[config.mk]
export PLATFORM = sky130hd
export DESIGN_NAME = pinframe_serializer
export DESIGN_NICKNAME = d
export VERILOG_FILES = /design/src/rtl/pinframe_pkg.sv /design/src/rtl/pin_sync.sv /design/src/rtl/frame_sequencer.sv /design/src/rtl/pin_snapshot.sv /design/src/rtl/pinframe_serializer.sv
export SDC_FILE = /design/constraint.sdc
export NUM_CORES = 1
export LEC_CHECK = 0
export BUFFER_PORTS_ARGS = -buffer_cell sky130_fd_sc_hd__clkbuf_2
export CORE_MARGIN = 2
export CORE_UTILIZATION = 39
export CTS_CLUSTER_DIAMETER = 200
export DETAILED_ROUTE_END_ITERATION = 12
export PLACE_DENSITY = 0.64
export SLEW_MARGIN = 30
export SYNTH_ARGS = -nofsm -noshare
export SYNTH_HDL_FRONTEND = slang
export SYNTH_HIERARCHICAL = 1
export SYNTH_SLANG_ARGS = --single-unit
export TNS_END_PERCENT = 5
[constraint.sdc]
create_clock -name clk -period 3.1 [get_ports clk]
set_input_delay 0.62 -clock clk [delete_from_list [all_inputs] [get_ports clk]]
set_output_delay 0.62 -clock clk [all_outputs]
set_load 0.005 [all_outputs]
[src/rtl/pinframe_pkg.sv]
package pinframe_pkg;

    localparam int DEF_PINS       = 10;
    localparam int DEF_ZERO_RUN   = 20;
    localparam int DEF_SYNC_DEPTH = 2;

    typedef enum logic [1:0] {
        SEG_ZERO = 2'd0,
        SEG_MARK = 2'd1,
        SEG_DATA = 2'd2
    } seg_e;

    typedef struct packed {
        seg_e seg;
        logic first;
        logic last;
    } frame_tag_t;

    function automatic int frame_length(input int zero_run, input int pins);
        return zero_run + 1 + pins;
    endfunction

    function automatic seg_e seg_for(input int pos, input int zero_run);
        if (pos < zero_run)
            return SEG_ZERO;
        else if (pos == zero_run)
            return SEG_MARK;
        else
            return SEG_DATA;
    endfunction

endpackage

[src/rtl/pin_sync.sv]
module pin_sync #(
    parameter int WIDTH = 10,
    parameter int DEPTH = 2
) (
    input  logic             clk,
    input  logic [WIDTH-1:0] async_in,
    output logic [WIDTH-1:0] sync_out
);

    for (genvar b = 0; b < WIDTH; b++) begin : g_bit
        logic [DEPTH-1:0] chain_q;
        always_ff @(posedge clk) begin
            chain_q <= {chain_q[DEPTH-2:0], async_in[b]};
        end
        assign sync_out[b] = chain_q[DEPTH-1];
    end

endmodule

[src/rtl/frame_sequencer.sv]
module frame_sequencer
    import pinframe_pkg::*;
#(
    parameter int ZERO_RUN  = 20,
    parameter int DATA_BITS = 10,
    localparam int FRAME_LEN = frame_length(ZERO_RUN, DATA_BITS),
    localparam int POS_W     = $clog2(FRAME_LEN)
) (
    input  logic             clk,
    input  logic             rst,
    output logic [POS_W-1:0] pos,
    output frame_tag_t       tag
);

    localparam logic [POS_W-1:0] LAST_POS = POS_W'(FRAME_LEN - 1);

    logic [POS_W-1:0] pos_q;

    always_ff @(posedge clk) begin
        if (rst)
            pos_q <= '0;
        else if (pos_q == LAST_POS)
            pos_q <= '0;
        else
            pos_q <= pos_q + 1'b1;
    end

    always_comb begin
        tag.seg   = seg_for(int'(pos_q), ZERO_RUN);
        tag.first = (pos_q == '0);
        tag.last  = (pos_q == LAST_POS);
    end

    assign pos = pos_q;

    assert_pos_range_R1: assert property (@(posedge clk) disable iff (rst)
        pos_q <= LAST_POS);

    assert_frame_wrap_R1: assert property (@(posedge clk) disable iff (rst)
        tag.last |=> (pos_q == '0));

    assert_frame_step_R1: assert property (@(posedge clk) disable iff (rst)
        !tag.last |=> (pos_q == $past(pos_q) + 1'b1));

endmodule

[src/rtl/pin_snapshot.sv]
module pin_snapshot
    import pinframe_pkg::*;
#(
    parameter int WIDTH    = 10,
    parameter int ZERO_RUN = 20,
    parameter int POS_W    = 5
) (
    input  logic             clk,
    input  logic             rst,
    input  frame_tag_t       tag,
    input  logic [POS_W-1:0] pos,
    input  logic [WIDTH-1:0] sync_pins,
    output logic             bit_out
);

    localparam int DATA_POS = ZERO_RUN + 1;

    logic [WIDTH-1:0] snap_q;

    always_ff @(posedge clk) begin
        if (rst)
            snap_q <= '0;
        else if (tag.first)
            snap_q <= sync_pins;
    end

    logic data_bit;
    always_comb begin
        data_bit = 1'b0;
        for (int i = 0; i < WIDTH; i++) begin
            if (pos == POS_W'(DATA_POS + i))
                data_bit = snap_q[i];
        end
    end

    always_comb begin
        unique case (tag.seg)
            SEG_ZERO: bit_out = 1'b0;
            SEG_MARK: bit_out = 1'b1;
            SEG_DATA: bit_out = data_bit;
            default:  bit_out = 1'b0;
        endcase
    end

    assert_snap_hold_R5: assert property (@(posedge clk) disable iff (rst)
        !tag.first |=> $stable(snap_q));

    assert_snap_load_R5: assert property (@(posedge clk) disable iff (rst)
        tag.first |=> (snap_q == $past(sync_pins)));

endmodule

[src/rtl/pinframe_serializer.sv]
module pinframe_serializer
    import pinframe_pkg::*;
#(
    parameter int PINS       = DEF_PINS,
    parameter int ZERO_RUN   = DEF_ZERO_RUN,
    parameter int SYNC_DEPTH = DEF_SYNC_DEPTH,
    parameter bit LED_MIRROR = 1'b1
) (
    input  logic            clk,
    input  logic            rst,
    input  logic [PINS-1:0] pins_in,
    output logic            ser_out,
    output logic            led_out
);

    localparam int FRAME_LEN = frame_length(ZERO_RUN, PINS);
    localparam int POS_W     = $clog2(FRAME_LEN);
    localparam int RUN_CAP   = FRAME_LEN + ZERO_RUN;
    localparam int RUN_W     = $clog2(RUN_CAP + 1);

    logic [PINS-1:0]  sync_pins;
    logic [POS_W-1:0] pos;
    frame_tag_t       tag;

    pin_sync #(
        .WIDTH (PINS),
        .DEPTH (SYNC_DEPTH)
    ) u_sync (
        .clk      (clk),
        .async_in (pins_in),
        .sync_out (sync_pins)
    );

    frame_sequencer #(
        .ZERO_RUN  (ZERO_RUN),
        .DATA_BITS (PINS)
    ) u_seq (
        .clk (clk),
        .rst (rst),
        .pos (pos),
        .tag (tag)
    );

    pin_snapshot #(
        .WIDTH    (PINS),
        .ZERO_RUN (ZERO_RUN),
        .POS_W    (POS_W)
    ) u_snap (
        .clk       (clk),
        .rst       (rst),
        .tag       (tag),
        .pos       (pos),
        .sync_pins (sync_pins),
        .bit_out   (ser_out)
    );

    if (LED_MIRROR) begin : g_led_on
        assign led_out = ser_out;
    end else begin : g_led_off
        assign led_out = 1'b0;
    end

    // Checker state: count of consecutive low bits seen before this cycle.
    logic [RUN_W-1:0] zrun_q;
    always_ff @(posedge clk) begin
        if (rst)
            zrun_q <= '0;
        else if (ser_out)
            zrun_q <= '0;
        else if (zrun_q != RUN_W'(RUN_CAP))
            zrun_q <= zrun_q + 1'b1;
    end

    assert_preamble_low_R2: assert property (@(posedge clk) disable iff (rst)
        (pos < POS_W'(ZERO_RUN)) |-> !ser_out);

    assert_marker_high_R3: assert property (@(posedge clk) disable iff (rst)
        (pos == POS_W'(ZERO_RUN)) |-> ser_out);

    assert_lock_unique_R9: assert property (@(posedge clk) disable iff (rst)
        (ser_out && (zrun_q >= RUN_W'(ZERO_RUN))) |-> (pos == POS_W'(ZERO_RUN)));

    assert_restart_R7: assert property (@(posedge clk) disable iff (rst)
        $fell(rst) |-> ((pos == '0) && !ser_out));

endmodule

# After elaboration in Yosys (flattened, before gate mapping)
# Index checks and enable logic that the tools add are counted.
[totals] input_bits=12 ff_bits=35
[classes] n_mux=13 eq_ne=13 magnitude_cmp=1 add_sub_neg=1 reduce_logical=2
[ops] operator="$eq 5x5->1 const B" n=11
[ops] operator="$mux 1" n=10
[ops] operator="$add 5x1->5 const B" n=1
[ops] operator="$logic_not 5->1" n=1
[ops] operator="$lt 5x5->1 const B" n=1
[ops] operator="$mux 2" n=2
[ops] operator="$eq 2x1->1 const B" n=1
[ops] operator="$eq 2x2->1 const B" n=1
[ops] operator="$pmux 1 s2" n=1
[ops] operator="$reduce_or 2->1" n=1

# Depth between registers and ports, before layout
[depth] ltp_word=12 depth_mapped=9 mapped_depth_nobuf=8

# Modules after synthesis
# Netlist, hierarchy kept.
[modules_own_cells] module="pin_snapshot" seq_area_each_um2=200.2 n_inst=1 area_per_inst_um2=513.0 cells_per_inst=56
[modules_own_cells] module="pin_sync" seq_area_each_um2=400.4 n_inst=1 area_per_inst_um2=475.5 cells_per_inst=30
[modules_own_cells] module="frame_sequencer" seq_area_each_um2=100.1 n_inst=1 area_per_inst_um2=339.1 cells_per_inst=30
[modules_own_cells] module="pinframe_serializer" seq_area_each_um2=0.0 n_inst=1 area_per_inst_um2=7.5 cells_per_inst=1

# Worst setup path after synthesis
# No wires, ideal clock.
[synth_path] kind="register to output" start="register u_seq.pos_q[1], in the netlist u_seq/pos[1]" end="output port ser_out" path_slack_ps=716 path_stages_with_launch=8 n_path_buf=1 arrival_ps=1764 t_required_ps=2480 cell_sequence="dfxtp_1 -> inv_1 -> ha_1 -> and4b_1 -> inv_1 -> ha_1 -> o41ai_2 -> buf_4"
[synth_lines] item="start: declaration" line="frame_sequencer.sv:17" text="logic [POS_W-1:0] pos_q;"
[synth_lines] item="start signal: assignment" line="frame_sequencer.sv:25" text="pos_q <= pos_q + 1'b1;"
[synth_lines] item="end: declaration" line="pinframe_serializer.sv:12" text="output logic ser_out,"

==> impl_metrics.toml <==
[sta]
setup_viol_count_final = 0
drv_slew = 0
setup-tns-final_ns = 0
clock_skew_ns = 0.00290
tightest_slew_ns = 0.551
hold_viol_final = 0
period_share = 0.931
max_freq_ghz = 0.346
slew_headroom = 0.632
hold_ws_ns = 0.335
rsz0062_at_grt = "no"
post-route-min-period_ns = 2.89

[pwr]
peakVddDrop_mv = 0.277
power_mw = 0.793
p_leak_nw = 0.576
p_per_area_nw_per_um2 = 571

[worst_setup_path]
critPathCaptureType = "output pin"
cp_num_buf_inv = 3
reg2reg_depth = 6
r2r_slack_ns = 1.53
crit_end = "ser_out"
cp.depth = 7
critPathLaunchType = "flop"
r2r_end = "u_snap/snap_q[1]$_SDFFE_PP0P_"
critPathMaxFanout = 12
slowest_delay_ns = 0.55
crit_path_cell_trace = "inv_1 > ha_1 > and4b_1 > inv_1 > ha_1 > o41ai_2 > clkbuf_2"
r2r-start = "u_seq/pos[1]$_SDFF_PP0_"
cp.arrival_ns = 2.27
path_class = "reg2out"
slowest_stage = "dfxtp_1"
crit_family = "flip-flops"
critPathLaunch = "u_seq/pos[1]$_SDFF_PP0_"
required_ns = 2.48

[drt]
vias = 743
drc_errors = 0
first_pass_iters = 4
wirelength_um = 1760
drt-initial-drc-count = 28
postRouteAntennaNets = 0
vias_per_cell = 4.42
wl_per_cell_um = 10.5

[min_path]
hp-start = "u_sync/g_bit[6].chain_q[0]$_DFF_P_"
hold_path.class = "reg2reg"
whs_path_depth = 0

[synthesis]
synth_top_family_by_area = "simple AND/OR/NAND/NOR gates"
ys_ff_latch = 35
synth_fa_ha_area_frac = 0.0469
ys.warnings.count = 6
postSynthCellCount = 117
synth_area_um2 = 1340
synth-edff-count = 0
synth_xor_xnor_area_share = 0.00656
async_flop_share = 0
synthesis.nets = 134
synthSimpleGateAreaFrac = 0.144
synth.distinct_cells = 30
synth_compound_area_frac = 0.0731
ys.flop_type = "dfxtp_1"
yosysSeqAreaShare = 0.525
syn_area_per_cell_um2 = 11.4
muxShareOfSynthArea = 0.0825

[global_routing]
grt.total_usage = 0.103
grt_antenna_before_repair = 0
grt_max_degree = 18
grt.overflow.total = 0
grt_pass1_wl_um = 3050
grt_pass1_vias = 701

[clock_network]
clock-sinks = 35
clk_latency_ns = 0.32
cts_resized = 0
clockBufferDepth = 2
hold_buffers = 0
cts_tree = "yes"
cts-root-buf = "clkbuf_4"
cts_buffers = 5
post-cts-setup-buffer-count = 0
h-tree-depth = 2
cts.clk_slew.worst_paths_ns = 0.10

[floorplanning]
dieWidth_um = 62.5
start_util = 0.403
die_h_um = 62.5
dieArea_um2 = 3910
core_um2 = 3310
rows = 21
ioPinCount = 14

[place]
io_buffers = 13
dp_hpwl_um = 1190
place.gp.congestion = 0.702

[outcome]
outcome = "complete, no violations"

[run]
cap_violations = 0

[finish]
antenna_cells = 0
synthToLayoutAreaGrowth_pct = 4.03
drive_gt1_frac = 0.221
nets = 138
==> cells by family after synthesis <==
family / after synthesis
buffers and inverters: 24
AO/OA/AOI/OAI: 13
XOR/XNOR: 1
adder cells (fa/ha/maj): 5
multiplexers: 11
flip-flops: 35
AND/OR/NAND/NOR: 28
==> where the power goes <==
part / switching [mW] / internal, mW
sequential: 0.0196 / 0.479
combinational: 0.0310 / 0.0368
clock: 0.140 / 0.0874
total: 0.190 / 0.603
==> layout make-up <==
type | instances | area [µm²]
Fill cell | 326 | 1920
Sequential cell | 35 | 701
Multi-Input combinational cell | 58 | 478
Timing Repair Buffer | 14 | 72.6
Tap cell | 46 | 57.6
Clock buffer | 6 | 41.3
Inverter | 7 | 26.3
Clock inverter | 2 | 12.5
==> sequential cells by signal (all words and copies together) (netlist names) <==
register / cells
u_seq/pos: 5
u_snap/snap_q: 10
u_sync/g_bit.chain_q: 20
==> metrics by stage <==
stage               std cells   util  instance area (µm²)  setup WS, ns
floorplan                 117      -                 1340         0.716
global placement          160  0.403                 1340         0.681
detailed placement        160  0.403                 1340         0.583
CTS                       168  0.420                 1390         0.185
global route              168  0.420                 1390       0.00323
finish                    168  0.420                 1390         0.214
==> metal layers <==
layer,GRT usage,share of wire,up-vias
li1,-,-,394
met1,0.113,0.47,336
met2,0.163,0.49,11
met3,0.0541,0.039,2
met4,0.0500,0.0080,0
met5,0,0,-
==> cell usage in the layout (no fill, tap or decap), types with 3 or more instances in the layout <==
master and n:
a21oi_1 3, clkbuf_2 13, inv_1 7, nor2_1 11, nor3_1 3, ha_1 5
mux2i_1 11, dfxtp_1 35, clkbuf_4 5
==> synth_stat cells (2+ instances only) <==
library cell	instances	area share
a21oi_1	3	0.011
nor4_4	2	0.032
buf_6	4	0.034
nor2_1	11	0.031
buf_4	11	0.062
nand2_1	2	0.0056
a31oi_1	2	0.0094
nor3_1	3	0.011
inv_1	7	0.020
o21bai_1	2	0.011
dfxtp_1	35	0.52
and4_1	2	0.013
mux2i_1	11	0.082
o21a_1	2	0.011
ha_1	5	0.047
==> worst min path at each step <==
stage / to
2_1_floorplan: u_sync/g_bit[0].chain_q[1]$_DFF_P_
3_3_place_gp: u_sync/g_bit[1].chain_q[1]$_DFF_P_
3_5_place_dp: u_sync/g_bit[4].chain_q[1]$_DFF_P_
4_1_cts: u_sync/g_bit[6].chain_q[1]$_DFF_P_
5_1_grt: u_sync/g_bit[4].chain_q[1]$_DFF_P_
6_report: u_sync/g_bit[6].chain_q[1]$_DFF_P_
Note: power is estimated with default switching activity, not from simulation.
